**src/rtl/gwm_pkg.sv**
```systemverilog
package gwm_pkg;
  typedef enum logic [1:0] {
    MD_COMPAT = 2'd0,
    MD_BANKED = 2'd1,
    MD_DIRECT = 2'd2,
    MD_OFF    = 2'd3
  } gwm_mode_e;

  typedef enum logic [2:0] {
    SEL_MODE  = 3'd0,
    SEL_BANK  = 3'd1,
    SEL_FRAME = 3'd2,
    SEL_FONT  = 3'd3,
    SEL_PROT  = 3'd4,
    SEL_APER  = 3'd5
  } gwm_sel_e;
endpackage

```
**src/rtl/gwm_cfg.sv**
```systemverilog
module gwm_cfg #(
  parameter int AW        = 24,
  parameter int WIN_BITS  = 14,
  parameter int BANK_W    = 2,
  parameter int APER_BITS = 17,
  parameter logic [AW-1:0] APER_RST = 24'h0E0000
) (
  input  logic                    clk,
  input  logic                    rst_n,
  input  logic                    we_i,
  input  logic [2:0]              sel_i,
  input  logic [AW-1:0]           wdata_i,
  output gwm_pkg::gwm_mode_e      mode_o,
  output logic [BANK_W-1:0]       bank_o,
  output logic [AW-1:WIN_BITS]    frame_hi_o,
  output logic [AW-1:WIN_BITS]    font_hi_o,
  output logic [AW-1:APER_BITS]   aper_hi_o,
  output logic                    prot_o
);
  import gwm_pkg::*;

  always_ff @(posedge clk) begin
    if (!rst_n) begin
      mode_o     <= MD_COMPAT;
      bank_o     <= '0;
      frame_hi_o <= '0;
      font_hi_o  <= '0;
      aper_hi_o  <= APER_RST[AW-1:APER_BITS];
      prot_o     <= 1'b0;
    end else if (we_i) begin
      case (gwm_sel_e'(sel_i))
        SEL_MODE:  mode_o     <= gwm_mode_e'(wdata_i[1:0]);
        SEL_BANK:  bank_o     <= wdata_i[BANK_W-1:0];
        SEL_FRAME: frame_hi_o <= wdata_i[AW-1:WIN_BITS];
        SEL_FONT:  font_hi_o  <= wdata_i[AW-1:WIN_BITS];
        SEL_PROT:  prot_o     <= wdata_i[0];
        SEL_APER:  aper_hi_o  <= wdata_i[AW-1:APER_BITS];
        default:   ;
      endcase
    end
  end


  bank_upd_chk: assert property (@(posedge clk) disable iff (!rst_n)
    (we_i && sel_i == SEL_BANK) |=> bank_o == $past(wdata_i[BANK_W-1:0]));


  mode_hold_chk: assert property (@(posedge clk) disable iff (!rst_n)
    !we_i |=> $stable(mode_o));
endmodule

```
**src/rtl/gwm_xlate.sv**
```systemverilog
module gwm_xlate #(
  parameter int AW        = 24,
  parameter int WIN_BITS  = 14,
  parameter int BANK_W    = 2,
  parameter int APER_BITS = 17,
  parameter logic [AW-1:0] FB_WIN   = 24'h0B8000,
  parameter logic [AW-1:0] FONT_WIN = 24'h0A0000
) (
  input  logic                  clk,
  input  logic                  rst_n,
  input  logic                  valid_i,
  input  logic [AW-1:0]         addr_i,
  input  gwm_pkg::gwm_mode_e    mode_i,
  input  logic [BANK_W-1:0]     bank_i,
  input  logic [AW-1:WIN_BITS]  frame_hi_i,
  input  logic [AW-1:WIN_BITS]  font_hi_i,
  input  logic [AW-1:APER_BITS] aper_hi_i,
  output logic [AW-1:0]         addr_o,
  output logic                  hit_o,
  output logic                  font_o
);
  import gwm_pkg::*;

  localparam int FLAT_BITS = WIN_BITS + 1;

  logic          fb_in, font_in, ap_in;
  logic [AW-1:0] flat_base, bank_off, win_off, ap_off;

  assign fb_in   = addr_i[AW-1:WIN_BITS] == FB_WIN[AW-1:WIN_BITS];
  assign font_in = addr_i[AW-1:WIN_BITS] == FONT_WIN[AW-1:WIN_BITS];
  assign ap_in   = addr_i[AW-1:APER_BITS] == aper_hi_i;

  assign flat_base = {frame_hi_i[AW-1:FLAT_BITS], {FLAT_BITS{1'b0}}};
  assign bank_off  = {{(AW-BANK_W-WIN_BITS){1'b0}}, bank_i, {WIN_BITS{1'b0}}};
  assign win_off   = {{(AW-WIN_BITS){1'b0}}, addr_i[WIN_BITS-1:0]};
  assign ap_off    = {{(AW-APER_BITS){1'b0}}, addr_i[APER_BITS-1:0]};

  always_comb begin
    addr_o = addr_i;
    hit_o  = 1'b0;
    font_o = 1'b0;
    if (font_in) begin
      font_o = 1'b1;
      hit_o  = 1'b1;
      addr_o = {font_hi_i, addr_i[WIN_BITS-1:0]};
    end else begin
      case (mode_i)
        MD_COMPAT: if (fb_in) begin
          hit_o  = 1'b1;
          addr_o = {frame_hi_i, addr_i[WIN_BITS-1:0]};
        end
        MD_BANKED: if (fb_in) begin
          hit_o  = 1'b1;
          addr_o = flat_base + bank_off + win_off;
        end
        MD_DIRECT: if (ap_in) begin
          hit_o  = 1'b1;
          addr_o = flat_base + ap_off;
        end
        default: ;
      endcase
    end
  end


  compat_off_chk: assert property (@(posedge clk) disable iff (!rst_n)
    (valid_i && hit_o && !font_o && mode_i == MD_COMPAT)
      |-> addr_o[WIN_BITS-1:0] == addr_i[WIN_BITS-1:0]);


  banked_low_chk: assert property (@(posedge clk) disable iff (!rst_n)
    (valid_i && hit_o && !font_o && mode_i == MD_BANKED)
      |-> addr_o[WIN_BITS-1:0] == addr_i[WIN_BITS-1:0]);


  off_nohit_chk: assert property (@(posedge clk) disable iff (!rst_n)
    (valid_i && mode_i == MD_OFF && !font_o) |-> !hit_o);
endmodule

```
**src/rtl/gfx_win_mapper.sv**
```systemverilog
module gfx_win_mapper #(
  parameter int AW        = 24,
  parameter int WIN_BITS  = 14,
  parameter int BANK_W    = 2,
  parameter int APER_BITS = 17,
  parameter logic [AW-1:0] FB_WIN   = 24'h0B8000,
  parameter logic [AW-1:0] FONT_WIN = 24'h0A0000,
  parameter logic [AW-1:0] APER_RST = 24'h0E0000
) (
  input  logic          clk,
  input  logic          rst_n,
  input  logic          cfg_we,
  input  logic [2:0]    cfg_sel,
  input  logic [AW-1:0] cfg_wdata,
  input  logic          req_valid,
  output logic          req_ready,
  input  logic [AW-1:0] req_addr,
  input  logic          req_write,
  output logic          out_valid,
  input  logic          out_ready,
  output logic [AW-1:0] out_addr,
  output logic          out_write,
  output logic          out_hit,
  output logic          write_blocked
);
  import gwm_pkg::*;

  gwm_mode_e              mode;
  logic [BANK_W-1:0]      bank;
  logic [AW-1:WIN_BITS]   frame_hi, font_hi;
  logic [AW-1:APER_BITS]  aper_hi;
  logic                   prot, font_acc;

  gwm_cfg #(.AW(AW), .WIN_BITS(WIN_BITS), .BANK_W(BANK_W),
            .APER_BITS(APER_BITS), .APER_RST(APER_RST)) cfg_i (
    .clk(clk), .rst_n(rst_n), .we_i(cfg_we), .sel_i(cfg_sel),
    .wdata_i(cfg_wdata), .mode_o(mode), .bank_o(bank),
    .frame_hi_o(frame_hi), .font_hi_o(font_hi),
    .aper_hi_o(aper_hi), .prot_o(prot));

  gwm_xlate #(.AW(AW), .WIN_BITS(WIN_BITS), .BANK_W(BANK_W),
              .APER_BITS(APER_BITS), .FB_WIN(FB_WIN),
              .FONT_WIN(FONT_WIN)) xlate_i (
    .clk(clk), .rst_n(rst_n), .valid_i(req_valid), .addr_i(req_addr),
    .mode_i(mode), .bank_i(bank), .frame_hi_i(frame_hi),
    .font_hi_i(font_hi), .aper_hi_i(aper_hi),
    .addr_o(out_addr), .hit_o(out_hit), .font_o(font_acc));

  assign write_blocked = req_valid && req_write && font_acc && prot;
  assign out_valid     = req_valid && !write_blocked;
  assign req_ready     = out_ready || write_blocked;
  assign out_write     = req_write;


  blk_no_out_chk: assert property (@(posedge clk) disable iff (!rst_n)
    write_blocked |-> (!out_valid && req_ready));


  blk_only_wr_chk: assert property (@(posedge clk) disable iff (!rst_n)
    write_blocked |-> (req_valid && req_write));


  ready_follow_chk: assert property (@(posedge clk) disable iff (!rst_n)
    !write_blocked |-> req_ready == out_ready);


  miss_pass_chk: assert property (@(posedge clk) disable iff (!rst_n)
    (out_valid && !out_hit) |-> out_addr == req_addr);
endmodule

```
**config.mk**
```make
export PLATFORM = sky130hd
export DESIGN_NAME = gfx_win_mapper
export DESIGN_NICKNAME = d
export VERILOG_FILES = /design/src/rtl/gwm_pkg.sv /design/src/rtl/gwm_cfg.sv /design/src/rtl/gwm_xlate.sv /design/src/rtl/gfx_win_mapper.sv
export SDC_FILE = /design/constraint.sdc
export NUM_CORES = 1
export LEC_CHECK = 0
export BUFFER_PORTS_ARGS = -buffer_cell sky130_fd_sc_hd__buf_2
export CAP_MARGIN = 20
export CORE_ASPECT_RATIO = 0.5
export CORE_MARGIN = 3
export CORE_UTILIZATION = 49
export DETAILED_ROUTE_END_ITERATION = 7
export PLACE_DENSITY = 0.9
export SLEW_MARGIN = 30
export SYNTH_ARGS = -nofsm -noshare
export SYNTH_HDL_FRONTEND = slang
export SYNTH_SLANG_ARGS = --single-unit
export TNS_END_PERCENT = 20
```
**constraint.sdc**
```tcl
create_clock -name clk -period 2.4 [get_ports clk]
set_clock_uncertainty 0.05 [all_clocks]
set_input_delay 0.48 -clock clk [delete_from_list [all_inputs] [get_ports clk]]
set_output_delay 0.48 -clock clk [all_outputs]
set_load 0.05 [all_outputs]
```
* Yosys cells after proc, flatten, opt, wreduce, memory -nomap -nowiden
Index checks and enable logic that the tools add are counted.
** Word-level totals
- Register bits after elaboration :: 32
- Input port bits :: 57
- Output and inout port bits :: 29
** Cells by class
- Add/sub/neg operators :: 3
- Eq/ne operators :: 10
- Mux-type cells :: 10
- Reduce and logical (&&, ||, !) cells :: 15
** Operator list (count)
- two-way mux 24 bit :: 4
- one-hot mux 24 bit (3 select lines) :: 1
- adder 24 x 14 -> 24 bit :: 1
- adder 24 x 16 -> 24 bit :: 1
- adder 24 x 17 -> 24 bit :: 1
- equality test 10 x 6 -> 1 bit, second input constant :: 2
- AND reduction 2 bit :: 6
- equality test 7 bit :: 1
- equality test 3 x 2 -> 1 bit, second input constant :: 2
- equality test 3 bit, second input constant :: 2
- logical AND 1 bit :: 4
- two-way mux 1 bit :: 4
- equality test 3 x 1 -> 1 bit, second input constant :: 1
- zero test 3 bit :: 1
- equality test 2 x 1 -> 1 bit, second input constant :: 1
- equality test 2 bit, second input constant :: 1
- zero test 2 bit :: 1
- one-hot mux 1 bit (2 select lines) :: 1
- OR reduction 2 bit :: 1
- zero test 1 bit :: 1
- logical OR 1 bit :: 1

* Depth between registers and ports, before layout
- Depth in word-level cells :: 6
- Mapped depth :: 6
- Gate-level depth less buffers :: 6

* Cells and area by module
From an unflattened synthesis, not the netlist that was laid out.
** Unflattened totals
- Cells, all modules :: 283
- Area total of the unflattened synthesis :: 2272.2 µm²
** By module, submodules not included
- gwm_cfg :: instances 1, cells each 126, area an instance 1280.0 µm², seq. area each 640.6 µm²
- gwm_xlate :: instances 1, cells each 152, area an instance 957.2 µm², seq. area each 0.0 µm²
- gfx_win_mapper :: instances 1, cells each 5, area an instance 35.0 µm², seq. area each 0.0 µm²

* Worst setup path before layout
OpenSTA, ideal clock, no wires.
- Path kind :: input to output
- Start point :: input port req_addr[15]
- End point :: output port out_addr[19]
- Arrival :: 3007 ps
- Data required time :: 1870 ps
- Path slack :: -1137 ps
- Cell stages on the path :: 5
- Buffers on the path :: 0
- Cell sequence :: ha_1 -> fa_1 -> nand4_1 -> a21oi_1 -> o41ai_1
** On the way
- Cells in the longest elaborated chain, start to end :: 4
- Elaborated cells on any way between the ends :: 8
** Ends and longest elaborated chain
- from (decl) :: RTL line gfx_win_mapper.sv:17 : input logic [AW-1:0] req_addr,
- adder 24 x 17 -> 24 bit or equality test 10 x 6 -> 1 bit (tied branches) :: RTL line gwm_xlate.sv:58, gwm_xlate.sv:29
- two-way mux 24 bit, on equally long branches :: RTL line gwm_xlate.sv:56, gwm_xlate.sv:48, gwm_xlate.sv:52
- one-hot mux 24 bit (3 select lines) :: RTL line gwm_xlate.sv:47 : case (mode_i)
- two-way mux 24 bit (*) :: RTL line gwm_xlate.sv:42 : if (font_in) begin
- to (decl) :: RTL line gfx_win_mapper.sv:21 : output logic [AW-1:0] out_addr,
Mark *: on every way between the ends. The rest lies on a longest branch, timed or not.

* Worst setup path after layout
- Start point :: register cfg_i.frame_hi_o[15] (netlist name)
- End point :: output port out_addr[19]
** On the way
- Cells in the longest elaborated chain, start to end :: 5
- Elaborated cells on any way between the ends :: 7
** Ends and longest elaborated chain
- from (decl) :: RTL line gwm_cfg.sv:15 : output logic [AW-1:WIN_BITS] frame_hi_o,
- from (signal assigned) :: RTL line gwm_cfg.sv:34 : SEL_FRAME: frame_hi_o <= wdata_i[AW-1:WIN_BITS];
- adder 24 x 16 -> 24 bit :: RTL line gwm_xlate.sv:54 : addr_o = flat_base + bank_off + win_off;
- adder 24 x 14 -> 24 bit :: RTL line gwm_xlate.sv:54
- two-way mux 24 bit :: RTL line gwm_xlate.sv:52 : MD_BANKED: if (fb_in) begin
- one-hot mux 24 bit (3 select lines) (*) :: RTL line gwm_xlate.sv:47
- two-way mux 24 bit (*) :: RTL line gwm_xlate.sv:42
Marked as above.

==> summary.md <==
| Metric | Value |
|---|---|
| R2r setup slk | 1430 ps |
| Mapped Avg Cell Area | 7.482 µm² |
| HP Class | in2reg |
| Mapped Nets | 365 |
| Clock latency on the worst-skew pair | 280 ps |
| Synth Instances | 303 |
| CP Capture Type | primary output |
| Buffers on Ports | 45 |
| Family with the most delay on the worst path | compound AO/OA/AOI/OAI gates |
| Antenna violations before repair | 0 |
| Fin crit share | 112.3% |
| Synth Warn # | 0 |
| First-pass GRT wire length | 12540 µm |
| Max H-tree Level | 2 |
| DR vias/cell | 6.716 |
| Core Region | 0.004164 mm² |
| Yosys reg bits | 32 |
| Status | finished, violations left |
| Drt pass-1 iters | 8 |
| Initial DRC count | 435 |
| Clk buf depth | 2 |
| R2r worst-path depth | 3 |
| Synth area leader | dfxtp_1 |
| Sequential cell area fraction in the yosys report | 28.26% |
| Min-delay src | cfg_wdata[14] |
| GRT overflow | 0 |
| TritonCTS buffer count | 5 |
| CTS sink cnt | 32 |
| Worst VDD drop | 0.3300 mV |
| Detail Placement HPWL | 5723 µm |
| Area of the mapped netlist | 0.002267 mm² |
| Synth unique cells | 50 |
| DP Cell Count | 417 |
| DRT antenna net count | 0 |
| Synth Area in XOR/XNOR | 4.636% |
| Critical path peak fanout | 3 |
| Ys async rst share | 0% |
| Pins Over Slew Limit | 0 |
| Data required time at the worst endpoint | 1870 ps |
| Worst r2r dst | cfg_i.frame_hi_o[21]$_SDFFE_PN0P_ |
| Slowest cell on crit path | dfxtp_2 |
| GRT Util Overall | 30.30% |
| Die span in x | 102.2 µm |
| Vias | 2888 |
| Worst Path Class, Setup | reg2out |
| Die Area | 0.005529 mm² |
| Hold Vio Cnt, Final | 0 |
| Minimum clock period | 2694 ps |
| Hold Path Cell Cnt | 3 |
| Largest net degree at the start of global routing | 33 |
| Post-Synth Simple-Gate Area | 34.22% |
| GPL Wtd Cong | 1.010 |
| Per-cell routed wire length | 21.86 µm |
| Static Leakage | 1.316 nW |
| Reg clk slew, reported paths | 60 ps |
| Yosys top cell area share | 28.26% |
| Mux share of post-synthesis cell area | 3.642% |
| Post-synthesis compound-gate area fraction | 20.09% |
| CP Buf/Inv Count | 2 |
| Drt total wl | 9399 µm |
| Final #Nets | 440 |
| CTS tree | done |
| Root buf cell | clkbuf_8 |
| Failing checks | design-rule violations, negative setup slack |
| Vias in the first global route | 2622 |
| PnR worst setup slack | -294.1 ps |
| DRC | 3 |
| Final setup fails | 12 |
| Area grow syn2layout | 38.85% |
| Slowest stage delay, CP | 380 ps |
| Max-cap check violation count | 0 |
| # diodes | 0 |
| Number of synthesized flops with an enable pin | 0 |
| CP arrival | 2160 ps |
| Synth Area in Adders | 3.091% |
| Non-filler instance count after layout | 430 |
| Top_reg_cell synth | dfxtp_1 |
| Hold EP | cfg_i.frame_hi_o[14]$_SDFFE_PN0P_ |
| Fraction of layout cells with a size suffix above 1 | 37.23% |
| Normalized max-slew margin | 61.08% |
| Setup TNS Final | -2101 ps |
| Unrepaired setup endpoints after global routing | true |
| Core Rows | 16 |
| Die H | 54.10 µm |
| Power per standard cell area | 384.3 mW/mm² |
| I/O pins | 86 |
| Max Freq | 371.2 MHz |
| CP startpoint kind | flop |
| Critical path cell sequence | ha_2 -> ha_1 -> buf_4 -> nand2_1 -> o21ai_0 -> a21oi_1 -> o41ai_4 -> buf_6 |
| Synth area leaders | dfxtp_1 (28%), nand2_1 (11%), a21boi_0 (9.3%), clkbuf_1 (3.5%), nor2_1 (3.5%) |
| Initial Utilization | 54.45% |
| Main combinational cell family by area after synthesis | simple AND/OR/NAND/NOR gates |
| Reg2Reg Launch Point | cfg_i.frame_hi_o[21]$_SDFFE_PN0P_ |
| Slew of the pin with the lowest slew margin | 581.6 ps |
| Hold_buf cts | 0 |
==> cells in the final DEF, fill, tap and decap left out, drive strengths merged, types with 6 or more instances in the layout <==
| cell type | Yosys | routed |
|---|---|---|
| dfxtp | 32 | 32 |
| buf | 7 | 96 |
| a31oi | 7 | 7 |
| a21oi | 9 | 9 |
| nand3 | 17 | 17 |
| nand2 | 64 | 64 |
| nor2 | 22 | 22 |
| xor2 | 9 | 9 |
| nand4 | 9 | 9 |
| mux2i | 6 | 6 |
| nor3 | 8 | 8 |
| a21boi | 28 | 28 |
==> what timing repair did <==
| action | CTS | global route |
|---|---|---|
| setup buffers | 2 | 5 |
| cloned | 0 | 1 |
| pin swaps | 9 | 13 |
| resized for setup | 37 | 24 |
| endpoints found under the setup margin | 13 | 14 |
==> Yosys cell counts (2+ instances only) <==
cell type and n:
nand2b_1 5, clkbuf_1 21, nor2b_1 5, mux2_2 2
nand2_1 64, dfxtp_1 32, a21boi_0 28, and2_1 2
a21o_1 4, nand3_1 14, a31oi_1 7, xor2_1 9
nor2_1 21, nor4b_4 2, o21ai_0 3, and3_1 4
xnor2_1 3, nand3b_1 2, a211oi_1 2, nor3_1 7
nand4_1 9, nand3_2 3, ha_1 4, a21oi_1 9
inv_1 5, buf_4 2, mux2i_1 6, buf_2 5
or3_1 2
==> cell families (layout without fill, tap and decap cells) <==
group / Yosys count / count (layout)
adder cells (fa/ha/maj): 5 / 5
multiplexers: 8 / 8
XOR/XNOR: 12 / 12
AO/OA/AOI/OAI: 64 / 64
AND/OR/NAND/NOR: 149 / 149
buffers and inverters: 33 / 106
flip-flops: 32 / 32
==> flip-flops by register name, indices dropped and copies added, names as in the netlist <==
signal and cells:
cfg_i.aper_hi_o 7, cfg_i.bank_o 2, cfg_i.font_hi_o 10, cfg_i.frame_hi_o 10, cfg_i.mode_o 2, cfg_i.prot_o 1
==> worst max-delay path by stage <==
stage | cells after the start | endpoint | slack, ps | startpoint
2_1_floorplan | 6 | out_addr[22] | -280 | req_addr[16]
3_3_place_gp | 8 | out_addr[21] | -320 | req_addr[15]
3_5_place_dp | 8 | out_addr[21] | -360 | req_addr[15]
4_1_cts | 8 | out_addr[23] | -190 | req_addr[20]
5_1_grt | 8 | out_addr[19] | -350 | cfg_i.frame_hi_o[15]$_SDFFE_PN0P_
6_report | 8 | out_addr[19] | -290 | cfg_i.frame_hi_o[15]$_SDFFE_PN0P_
==> cell type report <==
cell class	instances	area, µm²
clock buffers	5	68.82
fillers	255	1016
inverters	5	18.77
multi-input cells	238	1624
flip-flops and latches	32	649.4
well taps	54	67.56
repair buffers	96	719.4
==> power breakdown <==
part	total, W	internal (W)	switching (W)
registers	0.000559	0.000544	0.0000146
clock network	0.000364	0.000186	0.000178
logic	0.000287	0.000121	0.000166
==> metal layers <==
| metal | vias up | part of all wire [%] | global-route usage, % |
|---|---|---|---|
| met5 | - | 0 | 0 |
| met4 | 0 | 8.9 | 14.16 |
| met3 | 116 | 15 | 5.821 |
| met2 | 297 | 41 | 52.04 |
| met1 | 1278 | 35 | 37.40 |
| li1 | 1197 | - | - |
==> worst min-delay path: stages <==
cell,delay (ps)
buf_2,110
nand2_1,40
a21boi_0,70
==> metrics by stage <==
step	cell area, µm²	setup WS [ps]	hold slack, ps	util [%]	power [W]
after global placement	2825	-316.2	400.6	67.85	0.0007968
final	3148	-294.1	414.9	75.60	0.001210
after global routing	3148	-346.7	427.5	75.60	0.001242
after floorplan	2328	-278.2	391.0	-	0.0007573
after detailed placement	2825	-355.9	410.3	67.85	0.0008064
after CTS	3017	-186.9	410.3	72.45	0.001180
(Power assumes the default switching activity.)
